**src/rtl/pfwp_pkg.sv**
```systemverilog
package pfwp_pkg;

  typedef enum logic [1:0] {
    MODE_IDLE   = 2'd0,
    MODE_OUTDIS = 2'd1,
    MODE_READ   = 2'd2,
    MODE_WRITE  = 2'd3
  } accessMode_t;

  typedef enum logic [1:0] {
    ST_NORMAL = 2'd0,
    ST_DRAIN  = 2'd1,
    ST_PROT   = 2'd2,
    ST_RECOV  = 2'd3
  } guardState_t;

  typedef struct packed {
    logic passRead;
    logic passWrite;
  } strobe_t;

  function automatic accessMode_t decodeMode(input logic ceN, input logic weN, input logic oeN);
    if (ceN)       return MODE_IDLE;
    else if (!weN) return MODE_WRITE;
    else if (!oeN) return MODE_READ;
    else           return MODE_OUTDIS;
  endfunction

endpackage

```
**src/rtl/pfwp_control.sv**
```systemverilog
module pfwp_control
  import pfwp_pkg::*;
#(
  parameter int DRAIN_CYCLES   = 16,
  parameter int RECOVER_CYCLES = 12_000_000
) (
  input  logic        clk,
  input  logic        rstN,
  input  logic        pwrFail,
  input  logic        ceN,
  input  logic        weN,
  input  logic        oeN,
  output strobe_t     strobes,
  output guardState_t stateNow
);

  localparam int LIMIT_MAX = (DRAIN_CYCLES > RECOVER_CYCLES) ? DRAIN_CYCLES : RECOVER_CYCLES;
  localparam int CNT_W     = $clog2(LIMIT_MAX + 1);
  localparam logic [CNT_W-1:0] DRAIN_LAST = CNT_W'(DRAIN_CYCLES - 1);
  localparam logic [CNT_W-1:0] RECOV_LAST = CNT_W'(RECOVER_CYCLES - 1);

  guardState_t      state, stateNext;
  accessMode_t      mode, drainMode, drainModeNext;
  logic [CNT_W-1:0] cnt, cntNext;
  logic             drainEnd;
  logic             allowAccess;

  always_comb mode = decodeMode(ceN, weN, oeN);

  // the held access is over once select drops, or the write strobe is released
  always_comb drainEnd = ceN | ((drainMode == MODE_WRITE) & weN);

  always_comb begin
    stateNext     = state;
    cntNext       = cnt;
    drainModeNext = drainMode;
    unique case (state)
      ST_NORMAL: begin
        if (pwrFail) begin
          cntNext = '0;
          if (!ceN) begin
            stateNext     = ST_DRAIN;
            drainModeNext = mode;
          end else begin
            stateNext = ST_PROT;
          end
        end
      end
      ST_DRAIN: begin
        if (drainEnd || cnt == DRAIN_LAST) begin
          stateNext = ST_PROT;
          cntNext   = '0;
        end else begin
          cntNext = cnt + 1'b1;
        end
      end
      ST_PROT: begin
        cntNext = '0;
        if (!pwrFail) stateNext = ST_RECOV;
      end
      ST_RECOV: begin
        if (pwrFail) begin
          stateNext = ST_PROT;
          cntNext   = '0;
        end else if (cnt == RECOV_LAST) begin
          stateNext = ST_NORMAL;
          cntNext   = '0;
        end else begin
          cntNext = cnt + 1'b1;
        end
      end
      default: stateNext = ST_PROT;
    endcase
  end

  always_ff @(posedge clk or negedge rstN) begin
    if (!rstN) begin
      state     <= ST_NORMAL;
      cnt       <= '0;
      drainMode <= MODE_IDLE;
    end else begin
      state     <= stateNext;
      cnt       <= cntNext;
      drainMode <= drainModeNext;
    end
  end

  always_comb allowAccess = (state == ST_NORMAL) | ((state == ST_DRAIN) & (mode == drainMode));

  always_comb begin
    strobes.passRead  = allowAccess & (mode == MODE_READ);
    strobes.passWrite = allowAccess & (mode == MODE_WRITE);
  end

  assign stateNow = state;

endmodule

```
**src/rtl/pfwp_datapath.sv**
```systemverilog
module pfwp_datapath
  import pfwp_pkg::*;
#(
  parameter int ADDR_W = 17,
  parameter int DATA_W = 8
) (
  input  strobe_t           strobes,
  input  logic [ADDR_W-1:0] hostAddr,
  input  logic [DATA_W-1:0] hostDataIn,
  input  logic [DATA_W-1:0] memRdData,
  output logic [ADDR_W-1:0] memAddr,
  output logic [DATA_W-1:0] memWrData,
  output logic              memWe,
  output logic              memRe,
  output logic [DATA_W-1:0] hostDataOut,
  output logic              hostDataOe
);

  logic anyPass;

  always_comb begin
    anyPass     = strobes.passRead | strobes.passWrite;
    memAddr     = anyPass ? hostAddr : '0;
    memWrData   = strobes.passWrite ? hostDataIn : '0;
    memWe       = strobes.passWrite;
    memRe       = strobes.passRead;
    hostDataOut = strobes.passRead ? memRdData : '0;
    hostDataOe  = strobes.passRead;
  end

endmodule

```
**src/rtl/pfwp_ctrl.sv**
```systemverilog
module pfwp_ctrl
  import pfwp_pkg::*;
#(
  parameter int ADDR_W         = 17,
  parameter int DATA_W         = 8,
  parameter int DRAIN_CYCLES   = 16,
  parameter int RECOVER_CYCLES = 12_000_000
) (
  input  logic              clk,
  input  logic              rstN,
  input  logic              pwrFail,
  input  logic              hostCeN,
  input  logic              hostWeN,
  input  logic              hostOeN,
  input  logic [ADDR_W-1:0] hostAddr,
  input  logic [DATA_W-1:0] hostDataIn,
  output logic [DATA_W-1:0] hostDataOut,
  output logic              hostDataOe,
  output logic [ADDR_W-1:0] memAddr,
  output logic [DATA_W-1:0] memWrData,
  output logic              memWe,
  output logic              memRe,
  input  logic [DATA_W-1:0] memRdData,
  output logic              protectedOut
);

  strobe_t     strobes;
  guardState_t stateNow;

  pfwp_control #(
    .DRAIN_CYCLES  (DRAIN_CYCLES),
    .RECOVER_CYCLES(RECOVER_CYCLES)
  ) uCtrl (
    .clk     (clk),
    .rstN    (rstN),
    .pwrFail (pwrFail),
    .ceN     (hostCeN),
    .weN     (hostWeN),
    .oeN     (hostOeN),
    .strobes (strobes),
    .stateNow(stateNow)
  );

  pfwp_datapath #(
    .ADDR_W(ADDR_W),
    .DATA_W(DATA_W)
  ) uPath (
    .strobes    (strobes),
    .hostAddr   (hostAddr),
    .hostDataIn (hostDataIn),
    .memRdData  (memRdData),
    .memAddr    (memAddr),
    .memWrData  (memWrData),
    .memWe      (memWe),
    .memRe      (memRe),
    .hostDataOut(hostDataOut),
    .hostDataOe (hostDataOe)
  );

  assign protectedOut = (stateNow != ST_NORMAL);

endmodule

```
**config.mk**
```make
export PLATFORM = sky130hd
export DESIGN_NAME = pfwp_ctrl
export DESIGN_NICKNAME = d
export VERILOG_FILES = /design/src/rtl/pfwp_pkg.sv /design/src/rtl/pfwp_control.sv /design/src/rtl/pfwp_datapath.sv /design/src/rtl/pfwp_ctrl.sv
export SDC_FILE = /design/constraint.sdc
export NUM_CORES = 1
export LEC_CHECK = 0
export CAP_MARGIN = 40
export CORE_MARGIN = 1.5
export CORE_UTILIZATION = 26
export CTS_BUF_LIST = sky130_fd_sc_hd__clkbuf_4 sky130_fd_sc_hd__clkbuf_8
export CTS_CLUSTER_SIZE = 30
export DETAILED_ROUTE_END_ITERATION = 10
export GPL_ROUTABILITY_DRIVEN = 0
export GPL_TIMING_DRIVEN = 1
export PLACE_DENSITY = 0.6
export REMOVE_ABC_BUFFERS = 1
export SETUP_SLACK_MARGIN = 0.5
export SYNTH_ARGS = -nofsm -noshare
export SYNTH_HDL_FRONTEND = slang
export SYNTH_SLANG_ARGS = --single-unit
```
**constraint.sdc**
```tcl
create_clock -name clk -period 4.7 [get_ports clk]
set_clock_uncertainty 0.2 [all_clocks]
set_input_delay 0.705 -clock clk [delete_from_list [all_inputs] [get_ports clk]]
set_output_delay 0.705 -clock clk [all_outputs]
set_load 0.03 [all_outputs]
```
-- After elaboration in Yosys (flattened, before gate mapping)
Cells that the tools add are included.
- reductions and logical operators: 5
- multiplexer cells: 18
- bitwise gates (word level): 8
- shift-type cells: 0
- add/subtract/negate cells: 1
- multipliers: 0
- divide/modulo/power cells: 0
- equal/unequal tests: 13
- magnitude comparators: 0
- operators with widths (operator ; count):
    24-bit 2-to-1 mux ; 4
    24-bit one-hot mux with 4 select lines ; 1
    24-bit by 1-bit adder with 24-bit output, second input constant ; 1
    24-bit equality test, second input constant ; 1
    24-bit by 4-bit equality test with 1-bit output, second input constant ; 1
    2-bit 2-to-1 mux ; 9
    17-bit 2-to-1 mux ; 1
    8-bit 2-to-1 mux ; 2
    2-bit equality test, second input constant ; 5
    2-bit one-hot mux with 4 select lines ; 1
    1-bit bitwise AND ; 4
    2-bit inequality test, second input constant ; 2
    4-bit AND reduction ; 1
    3-bit by 2-bit inequality test with 1-bit output, second input constant ; 1
    1-bit bitwise OR ; 3
    3-bit AND reduction ; 1
    2-bit by 1-bit equality test with 1-bit output, second input constant ; 1
    2-bit equality test ; 1
    2-bit zero test ; 1
    2-bit by 1-bit inequality test with 1-bit output, second input constant ; 1
    2-bit nonzero test ; 1
    1-bit logical OR ; 1
    1-bit NOT ; 1
- memory bits (writable): 0
- output and inout bits: 37
- memories: 0
- bits in latches: 0
- register bits: 28
- bits in read-only memories: 0

-- Logic depth before layout (Yosys ltp)
- word-level depth: 9
- mapped depth: 7
- gate-level depth less buffers: 6

-- By module
A second synthesis with hierarchy kept.
- cell total of the unflattened synthesis: 258
- area total of the unflattened synthesis: 2082.0 um2
- modules (own cells, without submodules) (module ; area each (um2) ; sequential area each (um2) ; instances ; cells each):
    pfwp_control ; 1765.4 ; 700.7 ; 1 ; 216
    pfwp_datapath ; 310.3 ; 0.0 ; 1 ; 41
    pfwp_ctrl ; 6.3 ; 0.0 ; 1 ; 1

-- Worst setup path after synthesis
OpenSTA, ideal clock, no wires.
- kind: input-to-output
- start: input hostWeN
- end: output memWrData[0]
- path slack: 1.062 ns
- required time: 3.795 ns
- arrival time: 2.733 ns
- buffers on the path: 0
- cell stages on the path: 2
- cell sequence: a2111oi_1 -> and2_1
- word-level cells in the longest chain between the ends: 7
- elaborated cells on any way between the ends: 8
- classes of those cells: 2 x eq/ne; 3 x mux; 3 x bitwise
- RTL lines (item ; line ; RTL):
    start: declaration ; pfwp_ctrl.sv:13 ; input logic hostWeN,
    2-bit 2-to-1 mux (*) ; pfwp_pkg.sv:24 ; else if (!weN) return MODE_WRITE;
    2-bit 2-to-1 mux (*) ; pfwp_pkg.sv:23 ; if (ceN) return MODE_IDLE;
    2-bit equality test ; pfwp_control.sv:88 ; always_comb allowAccess = (state == ST_NORMAL) | ((state == ST_DRAIN) & (mode == drainMode));
    1-bit bitwise AND ; pfwp_control.sv:88 ;
    1-bit bitwise OR ; pfwp_control.sv:88 ;
    1-bit bitwise AND (*) ; pfwp_control.sv:92 ; strobes.passWrite = allowAccess & (mode == MODE_WRITE);
    8-bit 2-to-1 mux (*) ; pfwp_datapath.sv:24 ; memWrData = strobes.passWrite ? hostDataIn : '0;
    end: declaration ; pfwp_ctrl.sv:20 ; output logic [DATA_W-1:0] memWrData,
Every way passes the cells marked *; elsewhere a longest branch is shown, timed or not.

-- Worst setup path after layout
- start: input hostWeN
- end: output memAddr[8]
- word-level cells in the longest chain between the ends: 8
- elaborated cells on any way between the ends: 11
- classes of those cells: 3 x eq/ne; 3 x mux; 5 x bitwise
- RTL lines (item ; line ; RTL):
    2-bit 2-to-1 mux (*) ; pfwp_pkg.sv:24 ;
    2-bit 2-to-1 mux (*) ; pfwp_pkg.sv:23 ;
    2-bit equality test ; pfwp_control.sv:88 ;
    1-bit bitwise AND ; pfwp_control.sv:88 ;
    1-bit bitwise OR ; pfwp_control.sv:88 ;
    1-bit bitwise AND (on tied branches) ; pfwp_control.sv:91, pfwp_control.sv:92 ;
    1-bit bitwise OR (*) ; pfwp_datapath.sv:22 ; anyPass = strobes.passRead | strobes.passWrite;
    17-bit 2-to-1 mux (*) ; pfwp_datapath.sv:23 ; memAddr = anyPass ? hostAddr : '0;
    end: declaration ; pfwp_ctrl.sv:19 ; output logic [ADDR_W-1:0] memAddr,
Marked as above.

==> qor.txt <==
Status: finished clean
Worst-skew pair later-pin latency: 0.27 ns
CP Cell Sequence: clkdlybuf4s50_1, o21ai_0, a2111oi_2, buf_4, and2_1, clkdlybuf4s50_1
Switch Pwr: 280 uW
Share of layout cells above drive strength 1: 0.0494
Vias: 2053
Initial antenna violation count: 0
Hold path endpoint: uCtrl.cnt[23]
Yosys warnings: 0
Dominant cell type by area after synthesis: dfrtp_1
Nets: 366
Post-route antenna net violation count: 0
DR vias/cell: 4.85
Drc violations: 0
Post-Synth Adder-Cell Area: 0.00635
Clock tree buffer depth: 2
Leakage: 0.00116 uW
Synth Area in Compound Gates: 0.181
Synth Area in Simple Gates: 0.386
Slew @ Worst Pin: 0.573 ns
Sequential power share: 0.421
Min-delay src: uCtrl.cnt[23]
Tot Pwr: 740 uW
Area delta synth->final: 47.0%
Worst path arrival time: 2.81 ns
CTS Buf Count: 3
Ant. Diodes: 0
R2R setup slack: 1.96 ns
Initial DRT Pass Iterations: 4
Postcts setup bufs: 0
RSZ-0062 raised after global routing: no
PD cells: 256 mW/mm^2
Clock share of power: 0.177
Most used cell, CP: clkdlybuf4s50_1
Synthesized area: 0.00197 mm^2
Max Clk Rate: 269 MHz
Main combinational cell family by area after synthesis: simple AND/OR/NAND/NOR gates
Die X: 90.0 um
Crit Path Category: in2out
Worst setup EP type: output port
Multiplexer share of the synthesized area: 0.00572
Worst Path Buf+Inv: 3
Core area: 0.00729 mm^2
Avg Inst Size Synth: 7.78 um^2
Die area: 0.00811 mm^2
Sink Count: 28
CTS Hold Bufs: 0
Crit path max-delay cell type: clkdlybuf4s50_1
Fin. Hold Viols: 0
Reg2Reg Launch Point: uCtrl.cnt[0]
IO buf count: 75
IO Pins: 76
CP Launch Type: input pin
Largest net degree at the start of global routing: 29
Synth Register Bits: 28
Setup TNS: 0 ns
Footprint of the multi-input gates: 0.00119 mm^2
Global-route wire length before repair: 9450 um
Fillcell total: 778
Crit-path max FO: 17
CTS Root Cell: clkbuf_8
DP HPWL: 4190 um
Slew headroom: 0.616
Worst R2R Path Depth: 7
Maximum vdd drop: 0.126 mV
Drt wl/cell: 12.9 um
H-tree depth: 1
CP max stage delay: 0.67 ns
Synth cell types: 39
DR iter-0 viols: 113
Max cap viols: 0
Synthesized instance count: 253
Clock transition at path regs: 0.09 ns
Critical path required time: 3.80 ns
Final Setup Violations: 0
Hold Crit Class: reg2reg
Grt ovf: 0
Period utilization: 0.790
Vias in the first global route: 1876
Tmin final: 3.71 ns
Worst setup path start: hostWeN
Fin util: 0.397
CP top delay family: buffers and inverters
Switching power share of the total: 0.379
Worst reg2reg endpoint: uCtrl.cnt[14]
Cts repair resizes: 0
Die Y: 90.0 um
Internal Pwr Total: 460 uW
Starting density of the core: 0.270
XOR/XNOR Fraction of Synth Area: 0.0222
Register area: 701 um^2
Detailed Route WL: 5460 um
Row count: 31
Final Slew Violations: 0
Tot GR Track Use: 0.139
Top-area cell type share of the netlist area: 0.356
Main area contributors after synthesis: dfrtp_1, and2_1, nand2_1
Sequential area share after synthesis: 0.356
CTS tree: done
Hold path cells: 2
Combinational power share: 0.402
## flip-flops by register name, indices dropped and copies added (netlist names)
register / count
uCtrl.drainMode: 2
uCtrl.cnt: 24
uCtrl.stateNow: 2
## cell usage after synthesis
cell type	instances
nand3_1	10
nand2b_1	1
a41oi_1	1
o22ai_1	14
inv_1	7
buf_4	1
nand2_1	38
o211ai_1	1
nor4_1	6
dfrtp_1	28
nor2b_1	6
a22oi_1	2
xnor2_1	2
nor2_1	17
o21bai_1	2
a2111oi_1	1
o31a_1	5
and4_1	5
xor2_1	3
o21a_1	5
and2_1	36
or2_1	1
nand3b_1	1
a21oi_1	3
a22o_1	1
nor3_1	9
clkbuf_1	11
or2_2	2
and3_1	2
a31oi_1	3
a2111oi_2	1
and4b_1	1
or4_1	2
o22a_1	1
ha_1	1
buf_2	2
nand4_1	7
mux2_2	1
o21ai_0	13
## placed cells by master, fill, tap and decap left out, types with 3 or more instances in the layout
cell type,n
clkdlybuf4s50_1,75
nor2_1,16
and4_1,5
inv_1,7
nand2_1,38
dfrtp_1,28
nor4_1,6
a21oi_1,3
nor2b_1,6
clkbuf_8,3
nand3_1,10
o31a_1,5
buf_4,6
o21ai_0,13
and2_1,36
o21a_1,5
o22ai_1,14
nand4_1,7
nor3_1,9
xor2_1,3
## metal layers
| metal | track usage | vias up | part of all wire |
|---|---|---|---|
| met5 | 0 | - | 0 |
| met4 | 0.0304 | 0 | 0.0084 |
| met3 | 0.0279 | 4 | 0.048 |
| met2 | 0.220 | 48 | 0.47 |
| met1 | 0.194 | 957 | 0.47 |
| li1 | - | 1044 | - |
## cell families (layout without fill, tap and decap cells)
family                   after synthesis  count (layout)
flip-flops                            28              28
multiplexers                           1               1
XOR/XNOR                               5               5
AO/OA/AOI/OAI                         53              53
buffers and inverters                 21              92
AND/OR/NAND/NOR                      144             144
adder cells (fa/ha/maj)                1               1
## power groups by stage
stage	clock network (uW)	logic (uW)	registers, uW
global placement	0	294	314
detailed placement	0	302	315
finish	131	298	311
floorplan	0	167	302
global route	148	329	318
CTS	137	303	311
## worst max path at each step
stage / endpoint / slack (ns) / cells past startpoint
after detailed placement: memAddr[13] / 0.98 / 6
after CTS: memAddr[13] / 0.98 / 6
final: memAddr[8] / 0.99 / 6
after floorplan: memWrData[0] / 1.06 / 2
after global routing: memAddr[7] / 0.83 / 6
after global placement: memAddr[14] / 1.02 / 6
## stage by stage
step                      instances  hold WS (ns)  instance area, um^2  worst slack, ns
after floorplan                 239         0.209                 1910             1.06
after CTS                       423         0.369                 2900            0.976
after detailed placement        420         0.348                 2850            0.977
final                           423         0.363                 2900            0.988
after global routing            423         0.415                 2900            0.828
after global placement          419         0.340                 2840             1.02
## worst reg2reg max path: stages (launching register included)
cell	delay [ns]
dfrtp_1	0.47
ha_1	0.23
and4_1	0.25
and3_1	0.24
a41oi_1	0.28
buf_4	0.28
nor2_1	0.47
o21ai_0	0.19
## layout make-up
cell class / instances / share of cell area
multi-input cells: 204 / 0.412
clock buffers: 3 / 0.0143
flip-flops and latches: 28 / 0.242
well taps: 99 / 0.0428
repair buffers: 82 / 0.280
inverters: 7 / 0.00908
Note: power is estimated with default switching activity, not from simulation.
